$ cat src/rtl/seq_pkg.sv
package seq_pkg;

    localparam int AW = 32;
    localparam int DW = 16;

    localparam logic [AW-1:0] PTR_NULL = '1;

    // byte offsets inside the control area
    localparam logic [AW-1:0] CB_STATUS  = 32'd0;
    localparam logic [AW-1:0] CB_COMMAND = 32'd2;
    localparam logic [AW-1:0] CB_LIST_LO = 32'd4;
    localparam logic [AW-1:0] CB_LIST_HI = 32'd6;

    // byte offsets inside a descriptor
    localparam logic [AW-1:0] DS_STATUS  = 32'd0;
    localparam logic [AW-1:0] DS_CMD     = 32'd2;
    localparam logic [AW-1:0] DS_LINK_LO = 32'd4;
    localparam logic [AW-1:0] DS_LINK_HI = 32'd6;

    localparam logic [DW-1:0] WORD_BUSY = 16'h4000;
    localparam logic [DW-1:0] WORD_DONE = 16'hA000;

    typedef enum logic [1:0] {
        CU_IDLE = 2'd0,
        CU_SUSP = 2'd1,
        CU_ACT  = 2'd2
    } cu_e;

    typedef enum logic [2:0] {
        RU_IDLE  = 3'd0,
        RU_SUSP  = 3'd1,
        RU_READY = 3'd4
    } ru_e;

    // flags[3]=status bit15, [2]=bit14, [1]=bit13, [0]=bit12
    typedef struct packed {
        logic [3:0] flags;
        cu_e        cu;
        ru_e        ru;
    } unit_t;

    typedef enum logic [3:0] {
        S_IDLE,
        S_CW_RD,
        S_CW_CLR,
        S_BASE_LO,
        S_BASE_HI,
        S_HDR_WR,
        S_D_BUSY,
        S_D_CMD,
        S_D_EXEC,
        S_D_DONE,
        S_D_LNK_LO,
        S_D_LNK_HI
    } seq_st_e;

    function automatic unit_t cw_apply(unit_t u, logic [DW-1:0] cw);
        unit_t n;
        n = u;
        n.flags = u.flags & ~cw[15:12];
        case (cw[10:8])
            3'd1: n.cu = CU_ACT;
            3'd4: begin
                n.cu       = CU_SUSP;
                n.flags[1] = 1'b1;
            end
            default: ;
        endcase
        case (cw[6:4])
            3'd1, 3'd2: n.ru = RU_IDLE;
            3'd3, 3'd4: begin
                n.ru       = RU_SUSP;
                n.flags[0] = 1'b1;
            end
            default: ;
        endcase
        if (cw[7]) begin
            n.flags = '0;
            n.cu    = CU_IDLE;
            n.ru    = RU_SUSP;
        end
        return n;
    endfunction

    function automatic unit_t desc_apply(unit_t u, logic [DW-1:0] dw);
        unit_t n;
        n = u;
        if (dw[14]) n.cu = CU_SUSP;
        n.flags[3] = dw[13];
        return n;
    endfunction

    function automatic logic [DW-1:0] status_word(unit_t u);
        return {u.flags, 2'b00, u.cu, 1'b0, u.ru, 4'b0000};
    endfunction

endpackage

$ cat src/rtl/seq_unit_state.sv
module seq_unit_state
    import seq_pkg::*;
(
    input  logic          clk,
    input  logic          rst,
    input  logic          apply_cw,
    input  logic [DW-1:0] cw,
    input  logic          apply_desc,
    input  logic [DW-1:0] dw,
    output unit_t         unit
);

    always_ff @(posedge clk) begin
        if (rst) begin
            unit <= '{flags: 4'b0000, cu: CU_IDLE, ru: RU_SUSP};
        end else if (apply_cw) begin
            unit <= cw_apply(unit, cw);
        end else if (apply_desc) begin
            unit <= desc_apply(unit, dw);
        end
    end

    p_softreset_r5: assert property (@(posedge clk) disable iff (rst)
        apply_cw && cw[7] |=> unit.cu == CU_IDLE && unit.ru == RU_SUSP && unit.flags == 4'b0000);

    p_abort_r4: assert property (@(posedge clk) disable iff (rst)
        apply_cw && !cw[7] && cw[10:8] == 3'd4 |=> unit.cu == CU_SUSP && unit.flags[1]);

    p_quiet_r4: assert property (@(posedge clk) disable iff (rst)
        !apply_cw && !apply_desc |=> $stable(unit));

endmodule

$ cat src/rtl/seq_ca_pending.sv
module seq_ca_pending #(
    parameter int PEND_W = 4
) (
    input  logic clk,
    input  logic rst,
    input  logic ca,
    input  logic busy,
    input  logic take,
    output logic has_pend
);

    localparam logic [PEND_W-1:0] PEND_MAX = '1;

    logic [PEND_W-1:0] cnt;
    logic              inc;
    logic              dec;

    assign inc      = ca && busy && (cnt != PEND_MAX);
    assign dec      = take && (cnt != '0);
    assign has_pend = (cnt != '0);

    always_ff @(posedge clk) begin
        if (rst) begin
            cnt <= '0;
        end else if (inc && !dec) begin
            cnt <= cnt + 1'b1;
        end else if (dec && !inc) begin
            cnt <= cnt - 1'b1;
        end
    end

    p_take_r10: assert property (@(posedge clk) disable iff (rst)
        take |-> has_pend);

    p_count_r10: assert property (@(posedge clk) disable iff (rst)
        ca && busy && !take && cnt != PEND_MAX |=> cnt == $past(cnt) + 1'b1);

endmodule

$ cat src/rtl/seq_bus_drive.sv
module seq_bus_drive
    import seq_pkg::*;
(
    input  seq_st_e       st,
    input  logic [AW-1:0] base,
    input  logic [AW-1:0] ptr,
    input  logic [DW-1:0] stat,
    output logic          req,
    output logic          we,
    output logic [AW-1:0] addr,
    output logic [DW-1:0] wdata
);

    always_comb begin
        req   = 1'b1;
        we    = 1'b0;
        addr  = '0;
        wdata = '0;
        case (st)
            S_CW_RD:    addr = base + CB_COMMAND;
            S_CW_CLR: begin
                we   = 1'b1;
                addr = base + CB_COMMAND;
            end
            S_BASE_LO:  addr = base + CB_LIST_LO;
            S_BASE_HI:  addr = base + CB_LIST_HI;
            S_HDR_WR: begin
                we    = 1'b1;
                addr  = base + CB_STATUS;
                wdata = stat;
            end
            S_D_BUSY: begin
                we    = 1'b1;
                addr  = ptr + DS_STATUS;
                wdata = WORD_BUSY;
            end
            S_D_CMD:    addr = ptr + DS_CMD;
            S_D_DONE: begin
                we    = 1'b1;
                addr  = ptr + DS_STATUS;
                wdata = WORD_DONE;
            end
            S_D_LNK_LO: addr = ptr + DS_LINK_LO;
            S_D_LNK_HI: addr = ptr + DS_LINK_HI;
            default:    req = 1'b0;
        endcase
    end

endmodule

$ cat src/rtl/cmd_chain_seq.sv
module cmd_chain_seq
    import seq_pkg::*;
#(
    parameter int PEND_W = 4
) (
    input  logic        clk,
    input  logic        rst,
    input  logic        ca,
    input  logic [31:0] ctrl_base,
    output logic        mem_req,
    output logic        mem_we,
    output logic [31:0] mem_addr,
    output logic [15:0] mem_wdata,
    input  logic        mem_gnt,
    input  logic [15:0] mem_rdata,
    output logic        cmd_valid,
    output logic [2:0]  cmd_opcode,
    output logic [31:0] cmd_addr,
    input  logic        cmd_done,
    output logic        irq
);

    seq_st_e       st;
    logic [DW-1:0] cw_q;
    logic [DW-1:0] dcmd_q;
    logic [DW-1:0] lo_q;
    logic [AW-1:0] ptr_q;
    logic          from_desc;
    unit_t         unit;
    unit_t         cw_next;
    logic          apply_cw;
    logic          apply_desc;
    logic          has_pend;
    logic          take;
    logic          busy;
    logic [AW-1:0] link;

    assign cw_next    = cw_apply(unit, cw_q);
    assign apply_cw   = (st == S_CW_CLR) && mem_gnt;
    assign apply_desc = (st == S_D_LNK_HI) && mem_gnt;
    assign busy       = (st != S_IDLE);
    assign take       = (st == S_IDLE) && !ca && has_pend;
    assign link       = {mem_rdata, lo_q};

    seq_unit_state u_state (
        .clk        (clk),
        .rst        (rst),
        .apply_cw   (apply_cw),
        .cw         (cw_q),
        .apply_desc (apply_desc),
        .dw         (dcmd_q),
        .unit       (unit)
    );

    seq_ca_pending #(.PEND_W(PEND_W)) u_pend (
        .clk      (clk),
        .rst      (rst),
        .ca       (ca),
        .busy     (busy),
        .take     (take),
        .has_pend (has_pend)
    );

    seq_bus_drive u_bus (
        .st    (st),
        .base  (ctrl_base),
        .ptr   (ptr_q),
        .stat  (status_word(unit)),
        .req   (mem_req),
        .we    (mem_we),
        .addr  (mem_addr),
        .wdata (mem_wdata)
    );

    always_ff @(posedge clk) begin
        if (rst) begin
            st        <= S_IDLE;
            cw_q      <= '0;
            dcmd_q    <= '0;
            lo_q      <= '0;
            ptr_q     <= PTR_NULL;
            from_desc <= 1'b0;
        end else begin
            case (st)
                S_IDLE: if (ca || has_pend) st <= S_CW_RD;
                S_CW_RD: if (mem_gnt) begin
                    cw_q <= mem_rdata;
                    st   <= S_CW_CLR;
                end
                S_CW_CLR: if (mem_gnt) begin
                    from_desc <= 1'b0;
                    if (cw_q[7]) ptr_q <= PTR_NULL;
                    if (cw_next.cu != CU_SUSP && (cw_q[7] || ptr_q == PTR_NULL))
                        st <= S_BASE_LO;
                    else
                        st <= S_HDR_WR;
                end
                S_BASE_LO: if (mem_gnt) begin
                    lo_q <= mem_rdata;
                    st   <= S_BASE_HI;
                end
                S_BASE_HI: if (mem_gnt) begin
                    ptr_q <= link;
                    st    <= S_HDR_WR;
                end
                S_HDR_WR: if (mem_gnt) begin
                    st <= (unit.cu == CU_ACT && ptr_q != PTR_NULL) ? S_D_BUSY : S_IDLE;
                end
                S_D_BUSY: if (mem_gnt) st <= S_D_CMD;
                S_D_CMD: if (mem_gnt) begin
                    dcmd_q <= mem_rdata;
                    st     <= S_D_EXEC;
                end
                S_D_EXEC: if (cmd_done) st <= S_D_DONE;
                S_D_DONE: if (mem_gnt) st <= S_D_LNK_LO;
                S_D_LNK_LO: if (mem_gnt) begin
                    lo_q <= mem_rdata;
                    st   <= S_D_LNK_HI;
                end
                S_D_LNK_HI: if (mem_gnt) begin
                    ptr_q     <= (dcmd_q[15] || link == '0) ? PTR_NULL : link;
                    from_desc <= 1'b1;
                    st        <= S_HDR_WR;
                end
                default: st <= S_IDLE;
            endcase
        end
    end

    assign cmd_valid  = (st == S_D_EXEC);
    assign cmd_opcode = dcmd_q[2:0];
    assign cmd_addr   = ptr_q;
    assign irq        = (st == S_HDR_WR) && from_desc && dcmd_q[13];

    p_hold_r11: assert property (@(posedge clk) disable iff (rst)
        mem_req && !mem_gnt |=> mem_req && $stable(mem_addr) && $stable(mem_we) && $stable(mem_wdata));

    p_disp_hold_r11: assert property (@(posedge clk) disable iff (rst)
        cmd_valid && !cmd_done |=> cmd_valid && $stable(cmd_addr) && $stable(cmd_opcode));

    p_irq_r9: assert property (@(posedge clk) disable iff (rst)
        irq |-> mem_req && mem_we && mem_addr == ctrl_base);

    p_walk_active_r7: assert property (@(posedge clk) disable iff (rst)
        cmd_valid |-> unit.cu == CU_ACT && cmd_addr != PTR_NULL);

endmodule

$ cat config.mk
export PLATFORM = sky130hd
export DESIGN_NAME = cmd_chain_seq
export DESIGN_NICKNAME = d
export VERILOG_FILES = /design/src/rtl/seq_pkg.sv /design/src/rtl/seq_unit_state.sv /design/src/rtl/seq_ca_pending.sv /design/src/rtl/seq_bus_drive.sv /design/src/rtl/cmd_chain_seq.sv
export SDC_FILE = /design/constraint.sdc
export NUM_CORES = 1
export LEC_CHECK = 0
export ABC_CLOCK_PERIOD_IN_PS = 4200
export BUFFER_PORTS_ARGS = -buffer_cell sky130_fd_sc_hd__clkbuf_2
export CAP_MARGIN = 40
export CORE_MARGIN = 2
export CORE_UTILIZATION = 40
export DETAILED_ROUTE_END_ITERATION = 8
export PLACE_DENSITY = 0.59
export SLEW_MARGIN = 20
export SYNTH_ARGS = -nofsm -noshare
export SYNTH_HDL_FRONTEND = slang
export SYNTH_SLANG_ARGS = --single-unit
export TNS_END_PERCENT = 50
$ cat constraint.sdc
create_clock -name clk -period 4.2 [get_ports clk]
set_clock_uncertainty 0.2 [all_clocks]
set_input_delay 0.63 -clock clk [delete_from_list [all_inputs] [get_ports clk]]
set_output_delay 0.63 -clock clk [all_outputs]
set_load 0.05 [all_outputs]
==> results of run 1 <==
logic make-up after synthesis:
| logic type | synth area share |
|---|---|
| other | 0.0004480 |
| adder cells (fa/ha/maj) | 0.009866 |
| flip-flops | 0.1937 |
| buffers and inverters | 0.07384 |
| multiplexers | 0.05276 |
| XOR/XNOR | 0.1172 |
| AND/OR/NAND/NOR | 0.3170 |
| AO/OA/AOI/OAI | 0.2351 |
worst max-delay path, delay by kind of cell (launching register included):
family	cells	cell delay (ns)
AND/OR/NAND/NOR	4	1.19
AO/OA/AOI/OAI	3	0.62
flip-flops	1	0.70
buffers and inverters	3	0.49
layer usage:
metal / track usage / up-vias
met5: 0 / -
met4: 0.1052 / 0
met3: 0.06718 / 96
met2: 0.4829 / 611
met1: 0.4444 / 4712
li1: - / 4716
worst max-delay path by stage:
| stage | slack, ns | endpoint | cells past startpoint | startpoint |
|---|---|---|---|---|
| final | 0.04 | mem_addr[31] | 10 | cmd_addr[12]$_SDFFE_PP1P_ |
| after global routing | -0.06 | mem_addr[31] | 10 | st[3]$_SDFFE_PP0P_ |
| after CTS | 0.008 | mem_addr[10] | 10 | st[0]$_SDFFE_PP0P_ |
| after detailed placement | 0.13 | mem_addr[18] | 9 | ctrl_base[6] |
| after global placement | 0.15 | mem_addr[18] | 9 | ctrl_base[6] |
| after floorplan | -0.09 | mem_addr[28] | 14 | st[0]$_SDFFE_PP0P_ |
metrics by stage:
stage	cell area, sq um	setup TNS, ns	hold WS, ns
after detailed placement	9801	0	0.2484
after CTS	10170	0	0.2566
after global placement	9786	0	0.2449
final	10430	0	0.2569
after global routing	10430	-0.3210	0.2668
after floorplan	8416	-0.08788	0.2321
power by group through the flow:
stage                     logic [mW]  registers, mW  clock network, mW
after floorplan                 1.85          0.895                  0
after global placement          2.82          0.904                  0
after detailed placement        2.83          0.905                  0
after CTS                       2.84          0.888              0.916
after global routing            3.05          0.902              0.949
final                           2.90          0.891              0.910
Yosys cell counts (3+ instances only):
| cell type | number |
|---|---|
| xor2_1 | 53 |
| inv_1 | 11 |
| nand2b_1 | 36 |
| a22oi_1 | 19 |
| nand2_1 | 169 |
| nor2b_1 | 6 |
| and2_1 | 8 |
| or3_1 | 21 |
| nand4_1 | 39 |
| xnor2_1 | 59 |
| mux2i_1 | 37 |
| a211o_1 | 4 |
| nor2_1 | 75 |
| a211oi_1 | 4 |
| nor4_1 | 24 |
| clkbuf_1 | 100 |
| a221oi_1 | 5 |
| nor3_1 | 21 |
| or4_1 | 4 |
| buf_1 | 13 |
| a22o_1 | 3 |
| buf_2 | 11 |
| a31oi_1 | 9 |
| a32oi_1 | 3 |
| o211ai_1 | 13 |
| or2_2 | 4 |
| o31ai_1 | 5 |
| dfxtp_1 | 81 |
| and3_1 | 13 |
| nand3_1 | 94 |
| o22a_1 | 3 |
| o41ai_1 | 4 |
| o21ai_0 | 48 |
| mux2_2 | 5 |
| a222oi_1 | 17 |
| ha_1 | 5 |
| nand4b_1 | 3 |
| a21oi_1 | 90 |
| o22ai_1 | 46 |
| buf_4 | 13 |
| o221ai_1 | 5 |
| a21o_1 | 5 |
sequential cells by signal, indices dropped and copies added (netlist names):
name / flops
cmd_addr: 32
lo_q: 16
cw_q: 11
u_state.unit: 7
dcmd_q: 6
st: 4
u_pend.cnt: 4
from_desc: 1
final cells by class:
class,instances,area (sq um)
inverter,11,41.29
clock inverter,7,123.9
timing repair buffer,246,1755
fill,2129,9931
tap,270,337.8
sequential,81,1628
multi-input combinational,1007,6322
clock buffer,9,225.2
repair_timing:
| action | CTS | global route |
|---|---|---|
| setup endpoints to repair | 9 | 17 |
| gates resized for setup | 5 | 47 |
| gates cloned | 0 | 1 |
| setup buffers | 1 | 12 |
| hold endpoints to repair | 0 | 0 |
| pin swaps | 1 | 9 |
| hold buffers | 0 | 0 |
==> impl_metrics.py, run 1 <==
metrics = {
    "cells_and_area": {
        "nets": 1415,
        "num_antenna_cells": 0,
        "final_core_util": 0.5123,
        "drive_above_1_share": 0.2314,
        "area_growth_pct": 24.65,
        "fin_cells": 1631,
        "final_common_cell": "nand2_1",
        "layout_common_cells": "nand2_1, clkbuf_2, buf_4, nand3_1, a21oi_1",
    },
    "routing": {
        "wl_met3_mm": 4.008,
        "final_antenna_net_count": 0,
        "wl_met2_mm": 15.46,
        "top_layer_used": "met4",
        "via_per_inst": 6.214,
        "dr.first_iter.drc_count": 1065,
        "num_vias": 10140,
        "wl_per_cell_um": 22.17,
        "drt_pass1_iterations": 8,
        "drt-met1-wl_mm": 15.36,
        "drc": 0,
        "wl_mm": 36.15,
    },
    "hold_path": {
        "hold_class": "reg -> reg",
        "hold_path_end": "cw_q[13]$_SDFFE_PP0P_",
        "holdCritStartpoint": "cw_q[13]$_SDFFE_PP0P_",
        "hold_path_depth": 2,
    },
    "synth": {
        "synth.avg_cell_area_sq_um": 6.816,
        "synthTopCellsByArea": "dfxtp_1, nand2_1, xnor2_1, nand3_1, xor2_1",
        "yosysSeqAreaShare": 0.1937,
        "synth_edf_count": 0,
        "yosysTopAreaCell": "dfxtp_1",
        "synth_top_area_share": 0.1937,
        "ys_ff_latch": 81,
        "synth_cell_type_count": 75,
        "synthCells": 1228,
        "yosysWarnings": 0,
        "netlist_area_sq_mm": 0.008371,
        "ys.flop_type": "dfxtp_1",
        "async_reset_ff_frac": 0,
    },
    "power": {
        "p_seq_frac": 0.190,
        "p_sw_mw": 2.301,
        "p_per_area_mw_per_mm2": 450.2,
        "vdd_drop_max_mv": 0.3920,
        "p_int_mw": 2.397,
        "clkPwrFrac": 0.194,
        "swShare": 0.4898,
        "power_mw": 4.698,
        "p_comb_frac": 0.617,
        "leakage_nw": 4.286,
    },
    "floorplan": {
        "pin_count": 140,
        "coreArea_sq_mm": 0.02036,
        "rows": 52,
        "die-height_um": 148.7,
        "dieWidth_um": 148.7,
        "die-area_sq_mm": 0.02210,
        "initial_core_util": 0.4110,
    },
    "setup_path": {
        "rrSetupSlack_ns": 1.05,
        "timing.rr.end": "u_pend.cnt[3]$_SDFFE_PP0P_",
        "path_class": "reg -> out",
        "required_ns": 3.37,
        "path_common_cell": "buf_4",
        "crit_slowest_cell": "dfxtp_1",
        "reg2regPathDepth": 12,
        "rr_startpoint": "st[2]$_SDFFE_PP0P_",
        "path_cells": "nand2_1 -> or3_4 -> a222oi_1 -> buf_4 -> buf_4 -> nand4_1 -> or3_1 -> a21boi_1 -> a311o_2 -> buf_12",
        "max_stage_delay_ns": 0.70,
        "cp-end-kind": "primary output",
        "cp.arrival_ns": 3.33,
        "cp-start-kind": "flop",
        "cp_max_fo": 11,
    },
    "global_routing": {
        "antenna_found_initial": 0,
        "grt_max_degree": 43,
        "grt_overflow": 0,
        "grt_pass1_vias": 9377,
        "grt_pass1_wl_mm": 54.63,
        "track_usage": 0.3167,
    },
    "timing": {
        "fin_ws_ns": 0.04250,
        "slew_headroom": 0.4666,
        "worstMarginPinSlew_ns": 0.8001,
        "period_needed_ns": 4.157,
        "drv_slew": 0,
        "final-setup-viol-count": 0,
        "fmax_mhz": 240.5,
        "finalCritPeriodShare": 0.9899,
        "rsz0062_at_grt": "yes",
        "hold_viol": 0,
    },
    "cts": {
        "ctsLongestPathBuffers": 2,
        "root_buffer": "clkbuf_16",
        "cts_made_buffers": 9,
        "clk_pin_slew_ns": 0.07,
        "cts_max_level": 3,
        "cts_tree": "done",
        "clkLatencyLatePin_ns": 0.33,
        "clock-sinks": 81,
    },
    "place": {
        "io_buffers": 130,
        "place_hpwl_mm": 27.01,
        "post-place-ws_ns": 0.1333,
        "gp_congestion": 1.024,
        "dp_cells": 1600,
    },
    "job": {
        "max_cap_violations": 0,
    },
    "run_status": {
        "status": "finished clean",
    },
}
Power figures use the tool's default switching activity.
==> run 2, diff against run 1 <==
--- a/config.mk
+++ b/config.mk
@@ -8,10 +8,13 @@
 export ABC_CLOCK_PERIOD_IN_PS = 4200
 export BUFFER_PORTS_ARGS = -buffer_cell sky130_fd_sc_hd__clkbuf_2
 export CAP_MARGIN = 40
+export CELL_PAD_IN_SITES_DETAIL_PLACEMENT = 0
+export CELL_PAD_IN_SITES_GLOBAL_PLACEMENT = 1
 export CORE_MARGIN = 2
-export CORE_UTILIZATION = 40
+export CORE_UTILIZATION = 37
+export CTS_CLUSTER_DIAMETER = 200
 export DETAILED_ROUTE_END_ITERATION = 8
-export PLACE_DENSITY = 0.59
+export PLACE_DENSITY = 0.75
 export SLEW_MARGIN = 20
 export SYNTH_ARGS = -nofsm -noshare
 export SYNTH_HDL_FRONTEND = slang
==> run 2 against run 1 <==
Net effect: combinational power is essentially flat; worst hold slack lost 0.0021 ns; final area grew 0.41%; total power shrank 1.9%; fmax grew 0.62%; register-to-register slack gained 0.05 ns; largest cell class unchanged.
==> impl_metrics.py, run 2 (synthesis gave the netlist of run 1 again) <==
metrics = {
    "timing": {
        "rsz0062_at_grt": "yes",
        "drv_slew": 0,
        "hold_viol": 0,
        "fin_hold_ws_ns": 0.2548,
        "finalCritPeriodShare": 0.9838,
        "fin_ws_ns": 0.06807,
        "fmax_mhz": 242.0,
        "worstMarginPinSlew_ns": 0.8081,
        "period_needed_ns": 4.132,
        "slew_headroom": 0.4593,
        "final-setup-viol-count": 0,
    },
    "cts": {
        "clk_pin_slew_ns": 0.06,
        "cts_tree": "done",
        "cts_hold_buffers": 0,
        "cts_made_buffers": 9,
        "clkLatencyLatePin_ns": 0.34,
        "root_buffer": "clkbuf_16",
        "ctsLongestPathBuffers": 2,
        "cts_max_level": 3,
        "clock-sinks": 81,
    },
    "job": {
        "max_cap_violations": 0,
    },
    "floorplan": {
        "die-area_sq_mm": 0.02384,
        "dieWidth_um": 154.4,
        "die-height_um": 154.4,
        "rows": 55,
        "initial_core_util": 0.3731,
        "coreArea_sq_mm": 0.02243,
        "pin_count": 140,
    },
    "power": {
        "vdd_drop_max_mv": 0.3661,
        "p_per_area_mw_per_mm2": 439.8,
        "leakage_nw": 4.305,
    },
    "cells_and_area": {
        "layout_common_cells": "nand2_1, clkbuf_2, buf_4, nand3_1, a21oi_1",
        "largest_reg_flops": 32,
        "num_antenna_cells": 0,
        "fillers": 2305,
        "fin_cells": 1651,
        "area_growth_pct": 25.16,
        "nets": 1420,
        "final-seq-area_sq_mm": 0.001633,
        "multi_input_area_sq_mm": 0.006329,
        "drive_above_1_share": 0.2328,
        "final_common_cell": "nand2_1",
    },
    "setup_path": {
        "crit_slowest_cell": "dfxtp_1",
        "cp-end-kind": "primary output",
        "cp.arrival_ns": 3.30,
        "cp_max_fo": 9,
        "path_cells": "nand3_1 -> or3_1 -> nand2_2 -> nand3_1 -> buf_4 -> o211a_1 -> nor3_1 -> o211ai_1 -> buf_12",
        "critPathTopFamily": "simple AND/OR/NAND/NOR gates",
        "cp-start-kind": "flop",
        "required_ns": 3.37,
        "path_class": "reg -> out",
        "max_stage_delay_ns": 0.57,
        "critPathBufInv": 2,
        "path_common_cell": "nand3_1",
    },
    "routing": {
        "drc": 0,
        "via_per_inst": 6.162,
        "wl_per_cell_um": 22.42,
        "num_vias": 10170,
        "final_antenna_net_count": 0,
        "dr.first_iter.drc_count": 1019,
        "drt_pass1_iterations": 6,
        "wl_mm": 37.02,
    },
    "place": {
        "place_hpwl_mm": 27.04,
        "io_buffers": 130,
        "gp_congestion": 0.9834,
        "post-place-ws_ns": 0.02711,
        "dp_cells": 1617,
    },
    "global_routing": {
        "grt_pass1_wl_mm": 55.88,
        "antenna_found_initial": 0,
        "grt_max_degree": 42,
        "grt_pass1_vias": 9292,
        "track_usage": 0.2974,
        "grt_overflow": 0,
    },
    "hold_path": {
        "hold_class": "reg -> reg",
    },
    "run_status": {
        "status": "finished clean",
    },
}
## run 2: through the flow
| step | utilization | area [sq um] | TNS [ns] | total power [mW] |
|---|---|---|---|---|
| global route | 0.4670 | 10480 | -0.2723 | 4.826 |
| global placement | 0.4355 | 9769 | 0 | 3.690 |
| detailed placement | 0.4370 | 9804 | 0 | 3.703 |
| finish | 0.4670 | 10480 | 0 | 4.608 |
| CTS | 0.4531 | 10160 | 0 | 4.542 |
| floorplan | - | 8416 | -0.08788 | 2.749 |
## run 2: worst paths after layout
check,startpoint,end,slack (ns),cells after the start
worst max-delay path,cmd_addr[5]$_SDFFE_PP1P_,mem_addr[28],0.07,9
worst min-delay path,cw_q[12]$_SDFFE_PP0P_,cw_q[12]$_SDFFE_PP0P_,0.25,2
worst max register to register,st[0]$_SDFFE_PP0P_,u_pend.cnt[3]$_SDFFE_PP0P_,1.10,13
worst min register to register,cw_q[12]$_SDFFE_PP0P_,cw_q[12]$_SDFFE_PP0P_,0.25,2
## run 2: worst register-to-register path, cell delays in order, from the launching register on
cell	delay [ns]
dfxtp_4	0.36
buf_4	0.15
buf_4	0.20
nor2_1	0.21
nand2_1	0.09
or3_1	0.36
ha_1	0.22
inv_1	0.12
ha_1	0.24
a21o_1	0.17
a21oi_1	0.18
xnor2_1	0.09
or3_1	0.31
a21oi_1	0.14
## run 2: final cells by class
type,instances,area share
Timing Repair Buffer,251,0.1722
Inverter,11,0.003941
Sequential cell,81,0.1559
Multi-Input combinational cell,1007,0.6041
Clock inverter,5,0.007644
Tap cell,285,0.03404
Clock buffer,11,0.02221
## run 2: power breakdown
group	total, mW	internal [mW]	switching, mW
clock network	0.829	0.520	0.309
registers	0.904	0.835	0.0688
logic	2.88	0.945	1.93
total	4.61	2.30	2.31
## run 2: timing repair
action                                  in CTS  in global routing
pin swaps                                    3                 15
gates resized for setup                     10                 48
buffers inserted                             3                 14
gates cloned                                 0                  1
endpoints found under the setup margin      12                 16
## run 2: metal layers
layer / vias to the layer above / global-route usage / share of wire
li1: 4725 / - / -
met1: 4777 / 0.4231 / 0.43
met2: 580 / 0.4585 / 0.44
met3: 91 / 0.03923 / 0.095
met4: 0 / 0.1093 / 0.036
met5: - / 0 / 0
